### config.mk
export PLATFORM = sky130hd
export DESIGN_NAME = pwm_bank
export DESIGN_NICKNAME = d
export VERILOG_FILES = /design/src/rtl/pwm_bank.sv
export SDC_FILE = /design/constraint.sdc
export NUM_CORES = 2
export LEC_CHECK = 0
export BUFFER_PORTS_ARGS = -buffer_cell sky130_fd_sc_hd__buf_2
export CAP_MARGIN = 20
export CORE_MARGIN = 5
export CORE_UTILIZATION = 34
export CTS_CLUSTER_DIAMETER = 80
export CTS_CLUSTER_SIZE = 28
export DETAILED_ROUTE_END_ITERATION = 10
export SLEW_MARGIN = 20
export SYNTH_ARGS = -nofsm -noshare
export SYNTH_HDL_FRONTEND = slang
export SYNTH_SLANG_ARGS = --single-unit
### constraint.sdc
create_clock -name clk -period 6.05 [get_ports clk]
set_input_delay 1.21 -clock clk [delete_from_list [all_inputs] [get_ports clk]]
set_output_delay 1.21 -clock clk [all_outputs]
set_load 0.05 [all_outputs]
### src/rtl/pwm_bank.sv
module pwm_bank #(
  parameter int NCH = 8,
  parameter int DW  = 8
) (
  input  logic                clk,
  input  logic                rst_n,
  input  logic                tick,
  input  logic                reg_we,
  input  logic [$clog2(NCH)+1:0] reg_addr,
  input  logic [((NCH > DW) ? NCH : DW)-1:0] reg_wdata,
  output logic [((NCH > DW) ? NCH : DW)-1:0] reg_rdata,
  output logic [NCH-1:0]      pwm_out
);
  localparam int NP = NCH / 2;
  localparam int CW = 2 * DW;
  localparam int IW = $clog2(NCH);
  localparam int AW = IW + 2;
  localparam int RW = (NCH > DW) ? NCH : DW;

  logic [NCH-1:0] align_r, en_r, pol_r;
  logic [NP-1:0]  join_r;
  logic [DW-1:0]  per_h  [NCH];
  logic [DW-1:0]  duty_h [NCH];

  logic [1:0]    bank;
  logic [IW-1:0] idx;
  assign bank = reg_addr[AW-1 -: 2];
  assign idx  = reg_addr[IW-1:0];

  always_ff @(posedge clk) begin
    if (!rst_n) begin
      align_r <= '0;
      en_r    <= '0;
      pol_r   <= '0;
      join_r  <= '0;
      for (int i = 0; i < NCH; i++) begin
        per_h[i]  <= '0;
        duty_h[i] <= '0;
      end
    end else if (reg_we) begin
      case (bank)
        2'd0: begin
          if (idx == IW'(0)) align_r <= reg_wdata[NCH-1:0];
          if (idx == IW'(1)) join_r  <= reg_wdata[NP-1:0];
          if (idx == IW'(2)) en_r    <= reg_wdata[NCH-1:0];
          if (idx == IW'(3)) pol_r   <= reg_wdata[NCH-1:0];
        end
        2'd1: per_h[idx]  <= reg_wdata[DW-1:0];
        2'd2: duty_h[idx] <= reg_wdata[DW-1:0];
        default: ;
      endcase
    end
  end

  always_comb begin
    reg_rdata = '0;
    case (bank)
      2'd0: begin
        if (idx == IW'(0)) reg_rdata[NCH-1:0] = align_r;
        if (idx == IW'(1)) reg_rdata[NP-1:0]  = join_r;
        if (idx == IW'(2)) reg_rdata[NCH-1:0] = en_r;
        if (idx == IW'(3)) reg_rdata[NCH-1:0] = pol_r;
      end
      2'd1: reg_rdata[DW-1:0] = per_h[idx];
      2'd2: reg_rdata[DW-1:0] = duty_h[idx];
      default: ;
    endcase
  end

  // returns {end_of_period, next_dir, next_count}
  function automatic logic [DW+1:0] step_n(input logic [DW-1:0] c, input logic [DW-1:0] p,
                                           input logic d, input logic cen);
    logic [DW-1:0] n;
    logic nd, e;
    n = c; nd = d; e = 1'b0;
    if (!cen) begin
      nd = 1'b0;
      if (p == '0 || c >= p - DW'(1)) begin n = '0; e = 1'b1; end
      else n = c + DW'(1);
    end else if (!d) begin
      if ({1'b0, c} + (DW+1)'(1) >= {1'b0, p}) begin n = p; nd = 1'b1; end
      else n = c + DW'(1);
    end else begin
      if (c <= DW'(1)) begin n = '0; nd = 1'b0; e = 1'b1; end
      else n = c - DW'(1);
    end
    return {e, nd, n};
  endfunction

  function automatic logic [CW+1:0] step_w(input logic [CW-1:0] c, input logic [CW-1:0] p,
                                           input logic d, input logic cen);
    logic [CW-1:0] n;
    logic nd, e;
    n = c; nd = d; e = 1'b0;
    if (!cen) begin
      nd = 1'b0;
      if (p == '0 || c >= p - CW'(1)) begin n = '0; e = 1'b1; end
      else n = c + CW'(1);
    end else if (!d) begin
      if ({1'b0, c} + (CW+1)'(1) >= {1'b0, p}) begin n = p; nd = 1'b1; end
      else n = c + CW'(1);
    end else begin
      if (c <= CW'(1)) begin n = '0; nd = 1'b0; e = 1'b1; end
      else n = c - CW'(1);
    end
    return {e, nd, n};
  endfunction

  for (genvar p = 0; p < NP; p++) begin : g_pair
    localparam int E = 2 * p;
    localparam int O = 2 * p + 1;

    logic [DW-1:0] cnt_e, cnt_o, pa_e, pa_o, da_e, da_o;
    logic          dir_e, dir_o;
    logic [DW+1:0] st_e, st_o;
    logic [CW+1:0] st_j;
    logic [CW-1:0] cnt_j, pa_j, da_j;
    logic          act_e, act_o, act_j;

    assign cnt_j = {cnt_e, cnt_o};
    assign pa_j  = {pa_e, pa_o};
    assign da_j  = {da_e, da_o};

    assign st_e = step_n(cnt_e, pa_e, dir_e, align_r[E]);
    assign st_o = step_n(cnt_o, pa_o, dir_o, align_r[O]);
    assign st_j = step_w(cnt_j, pa_j, dir_o, align_r[O]);

    assign act_e = (da_e != '0) && (da_e >= pa_e || cnt_e < da_e);
    assign act_o = (da_o != '0) && (da_o >= pa_o || cnt_o < da_o);
    assign act_j = (da_j != '0) && (da_j >= pa_j || cnt_j < da_j);

    assign pwm_out[E] = (!join_r[p] && en_r[E] && act_e) ? pol_r[E] : ~pol_r[E];
    assign pwm_out[O] = (en_r[O] && (join_r[p] ? act_j : act_o)) ? pol_r[O] : ~pol_r[O];

    always_ff @(posedge clk) begin
      if (!rst_n) begin
        cnt_e <= '0; cnt_o <= '0;
        pa_e  <= '0; pa_o  <= '0;
        da_e  <= '0; da_o  <= '0;
        dir_e <= 1'b0; dir_o <= 1'b0;
      end else if (join_r[p]) begin
        dir_e <= 1'b0;
        if (!en_r[O]) begin
          cnt_e <= '0; cnt_o <= '0; dir_o <= 1'b0;
          pa_e <= per_h[E]; pa_o <= per_h[O];
          da_e <= duty_h[E]; da_o <= duty_h[O];
        end else if (tick) begin
          {cnt_e, cnt_o} <= st_j[CW-1:0];
          dir_o <= st_j[CW];
          if (st_j[CW+1]) begin
            pa_e <= per_h[E]; pa_o <= per_h[O];
            da_e <= duty_h[E]; da_o <= duty_h[O];
          end
        end
      end else begin
        if (!en_r[E]) begin
          cnt_e <= '0; dir_e <= 1'b0;
          pa_e <= per_h[E]; da_e <= duty_h[E];
        end else if (tick) begin
          cnt_e <= st_e[DW-1:0];
          dir_e <= st_e[DW];
          if (st_e[DW+1]) begin pa_e <= per_h[E]; da_e <= duty_h[E]; end
        end
        if (!en_r[O]) begin
          cnt_o <= '0; dir_o <= 1'b0;
          pa_o <= per_h[O]; da_o <= duty_h[O];
        end else if (tick) begin
          cnt_o <= st_o[DW-1:0];
          dir_o <= st_o[DW];
          if (st_o[DW+1]) begin pa_o <= per_h[O]; da_o <= duty_h[O]; end
        end
      end
    end
  end
endmodule

==> impl_metrics.py <==
metrics = {
    "timing": {
        "setup_tns_ps": 0,
        "relSlewSlack_pct": 22.2,
        "worstMarginPinSlew_ps": 1160,
        "fin_ws_ps": 1010,
        "fin_hold_ws_ps": 492,
        "slew_violations": 0,
        "grt_setup_unrepaired": "no",
        "min_period_ps": 5040,
        "fmax_mhz": 198,
        "period_share_pct": 83.4,
        "skew_ps": 29.1,
        "setup_viol": 0,
        "hold_viol_final": 0,
    },
    "route": {
        "vias_per_cell": 5.84,
        "first_pass_iters": 6,
        "via_count": 28741,
        "wl_um": 106000,
        "antenna_left": 0,
        "drcViolationCount": 0,
        "drtIter0Drc": 3551,
        "wire_per_inst_um": 21.6,
    },
    "worst_setup_path": {
        "critPathSlowestCell": "dfxtp_1",
        "endpoint_kind": "output pin",
        "crit_path_max_fanout": 8,
        "critical_path.cell_chain": "inv_1, ha_1, a21oi_1, a2bb2oi_1, o31a_1, a211o_1, a31oi_1, o311a_1, o21ai_0, xor2_1, buf_2",
        "crit_arrival_ps": 3830,
        "start_kind": "flop",
        "criticalPathCategory": "flop to output pin",
        "critPathBufInv": 2,
        "crit_family": "compound AO/OA/AOI/OAI gates",
        "critical_path.max_stage_delay_ps": 540,
        "cp_data_required_time_ps": 4840,
    },
    "grt": {
        "grt_start_max_net_pins": 93,
        "grt_pass1_wl_um": 163000,
        "gr-total-overflow": 0,
        "grt_pass1_vias": 26576,
        "antenna_found_initial": 7,
        "grt_usage_pct": 20.5,
    },
    "clock_network": {
        "clkSinkCount": 356,
        "cts.clk_slew.worst_paths_ps": 110,
        "cts_buffers": 26,
        "holdBufCountCts": 0,
        "cts_buffer_depth": 3,
        "clock-root-buffer": "clkbuf_16",
        "postCtsSetupBuffers": 0,
        "cts_tree": "done",
        "cts_resized": 0,
        "htreeDepth": 1,
        "insertion_delay_ps": 610,
    },
    "die": {
        "die_area_mm2": 0.0987,
        "pin_count": 33,
        "chipWidth_um": 314,
        "chipHeight_um": 314,
        "rows": 111,
        "coreArea_mm2": 0.0918,
        "initial_core_util_pct": 34.3,
    },
    "cells_and_area": {
        "drive_gt1_share_pct": 6.10,
        "fin_nets": 4032,
        "areaGrowthSynthToFinish_pct": 7.06,
    },
    "logic_synthesis": {
        "yosysTopAreaCell": "dfxtp_1",
        "ys_async_sr_fraction_pct": 0,
        "ys.flop_type": "dfxtp_1",
        "synth_cell_types": 102,
        "yosysSeqAreaShare_pct": 26.7,
        "yosysWarnings": 0,
        "synth.net_count": 4143,
        "syn_area_mm2": 0.0315,
        "syn_inst": 3766,
        "synth_area_leaders": "dfxtp_1 15%, ha_1 14%, edfxtp_1 12%",
        "yosys_register_bits": 356,
        "synth-edff-count": 128,
        "synth_top_area_share_pct": 14.5,
        "avgSynthCellArea_um2": 8.35,
    },
    "place": {
        "io_buffers": 32,
        "gp_congestion": 0.945,
        "place_ws_ps": 1270,
        "hpwlAfterDp_um": 78900,
    },
    "pwr": {
        "ir_drop_v": 0.000224,
        "powerDensity_mw_per_mm2": 172,
        "p_leak_nw": 14.0,
    },
    "job": {
        "maxCapViolCount": 0,
    },
    "worst_hold_path": {
        "min_path_type": "flop to flop",
    },
    "status": {
        "status": "finished clean",
    },
}
per-layer routing:
layer	share of wire (%)	global-route usage, %	wire (µm)
met5	0.0066	0	7
met2	43	31.4	45700
met4	2.3	4.96	2390
met1	46	30.2	48600
met3	8.9	3.27	9490
cell type report:
type / count / area, µm²
Fill cell: 9377 / 58100
Multi-Input combinational cell: 3001 / 21400
Sequential cell: 356 / 8410
Tap cell: 1243 / 1560
Inverter: 196 / 738
Clock buffer: 31 / 691
Timing Repair Buffer: 74 / 490
Clock inverter: 17 / 357
Antenna cell: 4 / 10.0
flip-flops by register name, indices dropped and copies added (netlist names), 8 cells and up:
name,flops
g_pair.da_o,32
g_pair.pa_e,32
en_r,8
g_pair.da_e,32
g_pair.pa_o,32
pol_r,8
duty_h,64
per_h,64
align_r,8
g_pair.cnt_e,32
g_pair.cnt_o,32
synth_stat cells, types with 45 or more instances:
cell	number
a21o_1	62
a21oi_1	203
a31oi_1	48
and2_1	104
and3_1	64
clkbuf_1	175
dfxtp_1	228
edfxtp_1	128
ha_1	360
inv_1	190
mux2i_1	185
nand2_1	315
nand3_1	145
nand4_1	45
nor2_1	332
nor3_1	73
o21ai_0	234
xnor2_1	156
xor2_1	75
layout by cell type (no fill, tap or decap), types with 128 or more instances in the layout:
cell type and instances:
ha_1 360, o21ai_0 231, dfxtp_1 228, inv_1 189
nand2_1 315, nand3_1 145, a21oi_1 203, nor2_1 331
edfxtp_1 128, xnor2_1 156, mux2i_1 185
path summary, 6_finish.rpt:
path              cells past startpoint                              end                             from  slack (ps)
setup / recovery                     11                       pwm_out[7]   g_pair[3].pa_o[4]$_SDFFE_PN0P_        1010
hold / removal                        2   g_pair[0].da_o[2]$_SDFFE_PN0P_   g_pair[0].da_o[2]$_SDFFE_PN0P_         490
setup reg to reg                     16  g_pair[1].cnt_o[2]$_SDFFE_PN0P_  g_pair[1].cnt_o[0]$_SDFFE_PN0P_        1130
hold reg to reg                       2   g_pair[0].da_o[2]$_SDFFE_PN0P_   g_pair[0].da_o[2]$_SDFFE_PN0P_         490
worst min-delay path: cells and delay by family, from the launching register on:
kind	cells	cell delay, ps
flip-flops	1	340
multiplexers	1	60
AND/OR/NAND/NOR	1	50
power breakdown:
group	leakage, nW	switching (mW)	internal (mW)
Clock	0.486	1.19	0.939
Combinational	10.5	0.570	0.362
Sequential	3.09	0.159	2.58
cell families (layout without fill, tap and decap cells):
| family | Yosys count | count (layout) | synth area share, % |
|---|---|---|---|
| adders and majority gates | 360 | 360 | 14.3 |
| other | 0 | 4 | 0 |
| muxes | 229 | 229 | 8.64 |
| xor gates and xnor gates | 231 | 231 | 6.43 |
| and+or+nand+nor | 1286 | 1286 | 20.0 |
| buffers and inverters | 409 | 318 | 5.23 |
| AOI/OAI and AO/OA | 895 | 895 | 18.6 |
| DFF | 356 | 356 | 26.7 |
stage by stage:
step / cell area [µm²] / power (mW) / std cells / utilization (%)
after floorplan: 31500 / 3.39 / 3766 / -
after detailed placement: 32600 / 3.70 / 4870 / 35.5
after global routing: 33700 / 6.02 / 4918 / 36.7
after CTS: 33600 / 5.81 / 4918 / 36.6
after global placement: 32600 / 3.69 / 4870 / 35.5
final: 33700 / 5.80 / 4922 / 36.7
(Power assumes the default switching activity.)
